==> src/rtl/chain_counter_pkg.sv <==
package chain_counter_pkg;
  // Strobes passed from a stage's control to its datapath
  typedef struct packed {
    logic load;     // capture preset word on the next edge
    logic advance;  // increment on the next edge
  } stage_strobe_t;
endpackage

==> src/rtl/counter_stage_ctrl.sv <==
module counter_stage_ctrl
  import chain_counter_pkg::*;
(
  input  logic          loadN,
  input  logic          enP,
  input  logic          enT,
  input  logic          allOnes,
  output stage_strobe_t strobes,
  output logic          carryOut
);
  always_comb begin
    strobes.load    = !loadN;
    strobes.advance = loadN && enP && enT;
    carryOut        = enT && allOnes;
  end
endmodule

==> src/rtl/counter_stage_dp.sv <==
module counter_stage_dp
  import chain_counter_pkg::*;
#(
  parameter int WIDTH = 4
) (
  input  logic             clk,
  input  logic             clearN,
  input  stage_strobe_t    strobes,
  input  logic [WIDTH-1:0] loadData,
  output logic [WIDTH-1:0] count,
  output logic             allOnes
);
  localparam logic [WIDTH-1:0] ONE = WIDTH'(1);

  always_ff @(posedge clk or negedge clearN) begin
    if (!clearN)
      count <= '0;
    else if (strobes.load)
      count <= loadData;
    else if (strobes.advance)
      count <= count + ONE;
  end

  assign allOnes = &count;
endmodule

==> src/rtl/counter_stage.sv <==
module counter_stage
  import chain_counter_pkg::*;
#(
  parameter int WIDTH = 4
) (
  input  logic             clk,
  input  logic             clearN,
  input  logic             loadN,
  input  logic [WIDTH-1:0] loadData,
  input  logic             enP,
  input  logic             enT,
  output logic [WIDTH-1:0] count,
  output logic             carryOut
);
  stage_strobe_t strobes;
  logic          allOnes;

  counter_stage_ctrl u_ctrl (
    .loadN    (loadN),
    .enP      (enP),
    .enT      (enT),
    .allOnes  (allOnes),
    .strobes  (strobes),
    .carryOut (carryOut)
  );

  counter_stage_dp #(.WIDTH(WIDTH)) u_dp (
    .clk      (clk),
    .clearN   (clearN),
    .strobes  (strobes),
    .loadData (loadData),
    .count    (count),
    .allOnes  (allOnes)
  );
endmodule

==> src/rtl/chain_counter.sv <==
module chain_counter #(
  parameter int WIDTH  = 4,
  parameter int STAGES = 2
) (
  input  logic                     clk,
  input  logic                     clearN,
  input  logic                     loadN,
  input  logic [STAGES*WIDTH-1:0]  loadData,
  input  logic                     enP,
  input  logic                     enT,
  output logic [STAGES*WIDTH-1:0]  count,
  output logic                     termCount
);
  // carry[k] is the carry-in enable of stage k
  logic [STAGES:0] carry;

  assign carry[0] = enT;

  for (genvar k = 0; k < STAGES; k++) begin : g_stage
    counter_stage #(.WIDTH(WIDTH)) u_stage (
      .clk      (clk),
      .clearN   (clearN),
      .loadN    (loadN),
      .loadData (loadData[k*WIDTH +: WIDTH]),
      .enP      (enP),
      .enT      (carry[k]),
      .count    (count[k*WIDTH +: WIDTH]),
      .carryOut (carry[k+1])
    );
  end

  assign termCount = carry[STAGES];
endmodule

==> config.mk <==
export PLATFORM = sky130hd
export DESIGN_NAME = chain_counter
export DESIGN_NICKNAME = d
export VERILOG_FILES = /design/src/rtl/chain_counter_pkg.sv /design/src/rtl/counter_stage_ctrl.sv /design/src/rtl/counter_stage_dp.sv /design/src/rtl/counter_stage.sv /design/src/rtl/chain_counter.sv
export SDC_FILE = /design/constraint.sdc
export NUM_CORES = 1
export LEC_CHECK = 0
export BUFFER_PORTS_ARGS = -buffer_cell sky130_fd_sc_hd__buf_2
export CORE_AREA = 2 2 39 41
export DETAILED_ROUTE_END_ITERATION = 6
export DIE_AREA = 0 0 41 43
export PLACE_DENSITY = 0.61
export SYNTH_ARGS = -nofsm -noshare
export SYNTH_HDL_FRONTEND = slang
export SYNTH_SLANG_ARGS = --single-unit
==> constraint.sdc <==
create_clock -name clk -period 3.92 [get_ports clk]
set_input_delay 0.784 -clock clk [delete_from_list [all_inputs] [get_ports clk]]
set_output_delay 0.784 -clock clk [all_outputs]
set_load 0.01 [all_outputs]
; Word-level counts from Yosys, hierarchy flattened
; Index checks and enable logic that the tools add are counted.
; W data, S select, Z words.
[op_classes]
addsub = 2
n_eq_ne = 2
n_mux = 4
reduce_logical = 7
[op_table]
columns = op, count
row1 = $mux W4, 4
row2 = $add A4 B1 Y4 const B, 2
row3 = $reduce_and A4 Y1, 2
row4 = $logic_and A1 B1 Y1, 5
row5 = $ne A2 B1 Y1 const B, 2
[word_totals]
ff_bits = 8
inputBits = 13
output_inout_bits = 9

; Depth between registers and ports, before layout
; Gate-level depths: netlist (run 1).
[depth]
ltp_word = 5
depth_mapped = 4

; Hierarchy
; A second synthesis (run 1) with hierarchy kept.
[hier_totals]
hier_cells = 44
hier_area_um2 = 450.4
[modules_own_cells]
columns = mod, n_inst, cells_per_inst, area_per_inst_um2, seq_area_each_um2
row1 = counter_stage_dp, 2, 19, 209.0, 100.1
row2 = counter_stage_ctrl, 2, 3, 16.3, 0.0

; Least setup slack after synthesis (run 1)
; OpenSTA, ideal clock, no wires.
[synth_timing]
path_type = input to output
start = input port enT
end = output port termCount
arrival_time_ns = 1.014
required_time_ns = 3.136
path_slack_ns = 2.122
path_stages = 2
path_buffers = 0
path_cell_list = nand4_1 > nor2_1
[synth_between]
elab_chain_len = 2
[synth_rtl]
columns = item, line
row1 = from (decl), chain_counter.sv:10  ; input logic enT,
row2 = $logic_and A1 B1 Y1 (2 in a row), counter_stage_ctrl.sv:14  ; carryOut = enT && allOnes;
row3 = to (decl), chain_counter.sv:12  ; output logic termCount
; No other way between the ends.

; Final worst setup path (run 1)
[layout_timing]
start = register g_stage[1].u_stage.u_dp.count[0]
end = output port termCount
[layout_between]
elab_chain_len = 2
[layout_rtl]
columns = item, line
row1 = from (decl), counter_stage_dp.sv:10  ; output logic [WIDTH-1:0] count,
row2 = from (signal assigned), counter_stage_dp.sv:19  ; count <= loadData;
row3 = from (signal assigned), counter_stage_dp.sv:21  ; count <= count + ONE;
row4 = $reduce_and A4 Y1, counter_stage_dp.sv:24  ; assign allOnes = &count;
row5 = $logic_and A1 B1 Y1, counter_stage_ctrl.sv:14
; No other way between the ends.

==> results of run 1 <==
## area by class of cell
class	count	area, um2
fill	138	799.5
multi-input combinational	40	236.5
tap	16	20.02
clock buffer	3	22.52
timing repair buffer	21	105.1
sequential	8	200.2
## critical path, stage by stage (launching register included)
cell,delay (ps)
dfrtp_1,410
ha_1,210
nand3_1,120
nor2_1,60
buf_2,130
## report_power, final
part | internal (mW) | switching [mW] | leakage [nW]
sequential | 0.0915 | 0.0110 | 0.0895
clock | 0.0351 | 0.0283 | 0.0138
combinational | 0.0227 | 0.0272 | 0.160
## through the flow
step                total power [mW]  cells  worst slack (ps)
detailed placement            0.1546     85              1977
floorplan                     0.1328     50              2122
CTS                           0.2194     88              1935
finish                        0.2157     88              1955
global placement              0.1535     85              1987
global route                  0.2308     88              1866
## kinds of logic after synthesis
kind of cell	count (synthesis)	synth area share
compound gates	14	0.1758
xor+xnor	2	0.03847
fa+ha+maj	2	0.05494
buf+inv	2	0.04121
flops	8	0.4396
mux	1	0.02198
simple gates	21	0.2280
## path summary, 6_finish.rpt
| kind | start | end | slack, ps | cells after the start |
|---|---|---|---|---|
| setup / recovery | g_stage[1].u_stage.u_dp.count[0] | termCount | 1950 | 4 |
| hold / removal | clearN | g_stage[1].u_stage.u_dp.count[3] | 370 | 1 |
| setup reg to reg | g_stage[0].u_stage.u_dp.count[0] | g_stage[1].u_stage.u_dp.count[0] | 2380 | 4 |
| hold reg to reg | g_stage[1].u_stage.u_dp.count[3] | g_stage[1].u_stage.u_dp.count[3] | 590 | 2 |
| max in group asynchronous | clearN | g_stage[1].u_stage.u_dp.count[1] | 3370 | 1 |
| min in group clk | g_stage[1].u_stage.u_dp.count[3] | g_stage[1].u_stage.u_dp.count[3] | 590 | 2 |
## metal layers
metal,up-vias,wire length [um],part of all wire,track usage
li1,230,-,-,-
met1,204,480,0.46,0.1738
met2,16,465,0.45,0.1781
met3,4,64,0.061,0.03141
met4,0,31,0.030,0.1000
met5,-,0,0,0
## placed cells by master, fill, tap and decap left out
master and count:
buf_2 21, nor2_1 9, dfrtp_1 8, nand3_1 4
a21oi_1 4, o21ai_0 4, a31oi_1 4, clkbuf_4 3
nand4_1 2, xor2_1 2, or3_1 2, ha_1 2
nand2_1 1, nand2_2 1, o31ai_1 1, or4_1 1
mux2i_1 1, o21a_1 1, or3_2 1
==> results.md, run 1 <==
Run status:
- The run finished with clean final reports.

Cells and area:
- From synthesis to final layout, the design area changed by 28.30%.
- Counting flops per register, the top entry is g_stage.u_stage.u_dp.count.
- The largest registers in the layout are g_stage.u_stage.u_dp.count: 8 flops.
- The utilization after layout is 0.4222.
- For this run, the post-layout net count is 89.
- Summing all non-filler instances in the final layout gives an area of 584.3 um2.
- Of the cells placed in the final design, the portion with a size suffix greater than 1 is 0.3611.
- The number of diodes is 0.
- The flip-flop count of the largest register, all copies and words added is 8.

Floorplan:
- The number of ports placed on the die boundary is 22.
- The initial utilization of the core area, before any placement, comes to 0.3291.
- The floorplan die height is 43 um.
- The die covers 1763 um2.
- In this run the core area contains 14 standard-cell rows.
- The width of the die is 41 um.
- The area of the core is 1384 um2.

Route:
- The count of nets left with antenna violations once routing finished came out at 0.
- The total routed wirelength is 1042 um.
- The vias after detailed routing is 454.
- The final routed DRC violation total is 0.
- The first detailed-routing pass took 4 iterations.
- After detailed routing, the average wire length per cell comes to 11.84 um.
- The number of vias per cell is 5.159.
- The first routing iteration left 6 violations.

Worst setup path:
- The worst setup path is of the flop to output pin kind.
- The startpoint type of the worst setup path is a flop.
- Data on the critical path is required at its endpoint by 3140 ps.
- The arrival time of the worst setup path is 1180 ps.
- The highest net fanout along the worst path is 5.
- STA classifies the critical path endpoint as an output pin.

Global routing:
- The initial antenna violation count came to 0.
- The first global-routing pass estimated 1545 um of wire.
- In the global route stage, overall resource usage came out at 0.1323.
- The pin count of the biggest net entering global routing is 17.
- The total overflow left after global routing is 0.
- The via count of the first global-routing pass is 386.

Synth:
- The number of enable flip-flop cells after synthesis is 0.
- The share of synthesized area occupied by flip-flops and latches is 0.4396.
- The largest total area in the synthesized netlist belongs to dfrtp_1.
- Synthesis instantiated 19 different standard cells from the library.
- The commonest cells after synthesis are 9 x nor2_1, 8 x dfrtp_1.
- The post-synth net total is 65.
- The most frequent cell after synthesis is nor2_1.
- Ranked by total cell area, the synthesized netlist is headed by dfrtp_1 44%, nor2_1 7.4%, a31oi_1 5.5%.
- Of the post-synthesis cell area, the dominant cell type holds 0.4396.
- The area of the mapped netlist is 455.4 um2.
- Synthesis handed over a netlist of 50 instances.
- The proportion of synthesized flip-flops having asynchronous set or reset is 1.000.
- Dividing the synthesized area by the synthesized cell count gives 9.109 um2.
- The count of synthesis-stage warnings from yosys is 0.
- The most used flip-flop cell after synthesis is dfrtp_1.
- The flip-flop and latch count after synthesis is 8.

Clocking:
- In this run, post-CTS hold repair placed 0 buffers.
- The quantity of gates resized following cts is 0.
- The master cell of the clock root buffer is clkbuf_4.
- The H-tree level count is 1.
- The clock-pin slew of the registers on the worst-case setup and hold paths is 50 ps.
- Clock tree synthesis inserted a total of 3 buffers.
- The clock insertion delay at the later pin of the skew report is 250 ps.
- In this run the post-CTS setup repair buffer count came out at 0.
- The largest buffer count on any clock path is 2.
- The number of sinks driven by the clock tree is 8.
- TritonCTS built the clock tree.

STA:
- Subtracting the final worst setup slack from the clock period gives 1965 ps.
- Based on the critical path, the design can be clocked at up to 508.9 MHz.
- The maximum clock skew at final layout is 0.4051 ps.
- Headroom to the max-slew limit came out at 0.8166.
- Across all hold checks on the routed design, the worst slack comes to 371.0 ps.
- At the pin with the least slew margin, the transition time is 275.1 ps.
- Setup violations remaining at the end of the flow were counted as 0.
- The ratio of final minimum period to clock period is 0.5013.
- The max-slew violation count is 0.
- Setup repair after global routing left no endpoint under its margin.
- The final hold violation count is 0.
- Setup total negative slack on the finished layout was measured at 0 ps.

Power:
- For this design the static power due to leakage is 0.2632 nW.
- The total power divided by cell area is 369.2 nW/um2.
- The maximum VDD drop is 171.9 uV.

Placed design:
- The count of buffers from port buffering is 21.
- The cell area reported after detailed placement is 561.8 um2.
- The final weighted congestion in routability-driven placement is 0.6939.

Worst hold path:
- The path type of the worst min-delay path is primary input to asynchronous set/reset pin.

Run:
- The number of max-cap violations is 0.
(Power assumes the default switching activity.)
==> run 2: changes to the inputs <==
- clock period: 3.92 -> 2 ns (I/O delays scaled with it)
==> results.md, run 2 (synthesis results as in run 1) <==
Worst setup path:
- The startpoint-to-endpoint class of the critical path is flop to output pin (unchanged).
- The terminus of the critical flop-to-flop path is g_stage[1].u_stage.u_dp.count[0] (unchanged).
- The arrival time of the worst setup path came to 1170 ps (was 1180 ps).
- The endpoint kind of the worst setup timing path is an output pin (unchanged).
- The data required time at the worst endpoint is 1600 ps (was 3140 ps).
- The highest net fanout along the worst path came to 4 (was 5).
- The minimum setup slack among reg-to-reg paths is 510 ps (was 2380 ps).
- The path depth of the worst reg2reg path was 4 (unchanged).
- The worst setup path startpoint is g_stage[0].u_stage.u_dp.count[0] (was g_stage[1].u_stage.u_dp.count[0]).
- The launch instance of the worst register-to-register path is g_stage[0].u_stage.u_dp.count[0] (unchanged).
- The startpoint type of the worst setup path is a flop (unchanged).

Power:
- The clock network fraction of total power was 0.287 (was 0.294).
- The combinational group share of total power came to 0.234 (was 0.231).
- The sequential cell fraction of total power is 0.479 (was 0.475).
- The leakage power total came to 0.2674 nW (was 0.2632 nW).
- The net load switching power is 0.1266 mW (was 0.06647 mW).
- The maximum VDD drop came to 328.5 uV (was 171.9 uV).
- The switching fraction of total power is 0.3015 (was 0.3081).
- The design internal power came to 0.2934 mW (was 0.1493 mW).
- The total power divided by cell area came to 706.8 nW/um2 (was 369.2 nW/um2).

Route:
- The total routed wirelength is 1035 um (was 1042 um).
- The vias after detailed routing was 452 (was 454).
- The starting DRC count in detailed routing is 5 (was 6).
- The number of vias per cell is 5.079 (was 5.159).
- The number of iterations in the first detailed-routing pass was 4 (unchanged).
- The final routed DRC violation total is 0 (unchanged).
- The count of antenna-violating nets left after detailed routing is 0 (unchanged).
- The average detailed-routed wire length per instance came to 11.63 um (was 11.84 um).

Cells and area:
- The share of post-route cells with drive strength above 1 is 0.3562 (was 0.3611).
- The most common cell after layout, fill and taps aside is buf_2 (unchanged).
- The register name with the most flops is g_stage.u_stage.u_dp.count (unchanged).
- The post-layout instance count excluding filler cells is 89 (was 88).
- The area overhead of the layout relative to synthesis was 30.49% (was 28.30%).
- The number of nets in the final layout was 90 (was 89).
- The number of diodes is 0 (unchanged).
- The utilization after layout came to 0.4295 (was 0.4222).
- The flip-flop count of the largest register, all copies and words added is 8 (unchanged).
- Largest registers: g_stage.u_stage.u_dp.count: 8 flops (unchanged).
- Commonest cells after routing, fill and taps aside: 21 x buf_2, 9 x nor2_1, 8 x dfrtp_1 (unchanged).

Run status:
- Status: finished, final reports clean (unchanged).

Clocking:
- The post-CTS setup buffer count is 0 (unchanged).
- The clock tree from TritonCTS is done (unchanged).
- The number of buffers added by the clock tree synthesis step is 3 (unchanged).
- The clock-pin slew of the registers on the worst-case setup and hold paths was 50 ps (about the same).
- The largest buffer count on any clock path is 2 (unchanged).
- The clock insertion delay at the later pin of the skew report is 250 ps (about the same).
- The number of sinks driven by the clock tree is 8 (unchanged).
- The master cell of the clock root buffer is clkbuf_4 (unchanged).
- The H-tree level count came to 1 (unchanged).

STA:
- The transition time at the pin with the least slew margin is 267.9 ps (was 275.1 ps).
- RSZ-0062 raised after global routing: false (unchanged).
- The max-slew violation count came to 0 (unchanged).
- Derived from the worst setup path, the maximum achievable clock frequency is 638.0 MHz.
- The remaining max-slew budget at the tightest pin is 0.8214 (was 0.8166).
- The final setup slack of the worst path is 432.7 ps (was 1955 ps).
- The final hold violation count is 0 (unchanged).
- The final setup violation count is 0 (unchanged).
- The maximum clock skew at final layout is 0.4203 ps (was 0.4051 ps).
- The worst hold slack is 392.7 ps (was 371.0 ps).
- Subtracting the final worst setup slack from the clock period gives 1567 ps.
- Of the available clock period, the critical path in the final layout requires 0.7836.
- The accumulated negative setup slack was 0 ps (unchanged).

Global routing:
- The global-route wire length before repair was 1662 um (was 1545 um).
- The total track usage is 0.1397 (was 0.1323).
- The residual overflow from global routing is 0 (unchanged).
- The pin count of the biggest net entering global routing is 17 (unchanged).
- The via count of the first global-routing pass came to 398 (was 386).
- The initial antenna violation count was 0 (unchanged).

Floorplan:
- The area of the core is 1384 um2 (unchanged).
- The starting density of the core is 0.3291 (unchanged).
- The floorplan die height came to 43 um (unchanged).
- The width of the die is 41 um (unchanged).
- The number of ports placed on the die boundary is 22 (unchanged).
- The number of cell rows is 14 (unchanged).
- The area of the die is 1763 um2 (unchanged).

Worst hold path:
- The path type of the worst min-delay path is primary input to flop (was primary input to asynchronous set/reset pin).
- The path with the worst hold slack has its endpoint at g_stage[0].u_stage.u_dp.count[1].
- The cell depth of the worst hold path is 3.
- The hold path startpoint is loadData[1].

Placed design:
- After legalization and detailed placement, the total HPWL measured 783.4 um.
- The worst setup timing slack at the placement stage came to 504.4 ps (was 1977 ps).
- The total instance count after detailed placement is 85 (unchanged).
- The final weighted congestion in routability-driven placement is 0.7100 (was 0.6939).
- The count of buffers from port buffering is 21 (unchanged).

Run:
- The number of max-cap violations is 0 (unchanged).
[run 2: worst max path at each step]
stage                                  endpoint  slack [ps]
2_1_floorplan  g_stage[1].u_stage.u_dp.count[0]         560
3_3_place_gp   g_stage[1].u_stage.u_dp.count[0]         570
3_5_place_dp   g_stage[1].u_stage.u_dp.count[0]         500
4_1_cts                               termCount         410
5_1_grt                               termCount         320
6_report                              termCount         430
[run 2: worst max-delay path: stages, from the launching register on]
cell and delay (ps):
dfrtp_1 390, ha_1 210, nand4_1 100, nor2_1 90, buf_2 130
[run 2: power groups by stage]
stage | registers [mW] | logic, mW | clock network, mW
4_1_cts | 0.202 | 0.0999 | 0.128
5_1_grt | 0.205 | 0.113 | 0.136
3_3_place_gp | 0.203 | 0.0977 | 0
2_1_floorplan | 0.209 | 0.0510 | 0
3_5_place_dp | 0.205 | 0.0978 | 0
6_report | 0.201 | 0.0983 | 0.121
[run 2: what timing repair did]
item | in CTS | in global routing
resized for setup | 0 | 0
hold endpoints to repair | 8 | 0
hold buffers | 1 | 0
[run 2: area by class of cell]
class                      instances  area, um2
timing repair buffer              22      115.1
fill                             145      789.5
sequential                         8      200.2
multi-input combinational         40      236.5
tap                               16      20.02
clock buffer                       3      22.52
[run 2: per-layer routing]
metal  GRT usage  share of wire
met5           0              0
met4     0.08000              0
met3     0.03141          0.075
met2      0.2000           0.48
met1      0.1848           0.44
[run 2: through the flow]
| stage | total power [mW] | area [um2] |
|---|---|---|
| detailed placement | 0.3026 | 561.8 |
| global placement | 0.3012 | 561.8 |
| global route | 0.4546 | 594.3 |
| finish | 0.4201 | 594.3 |
| CTS | 0.4291 | 594.3 |
| floorplan | 0.2603 | 455.4 |
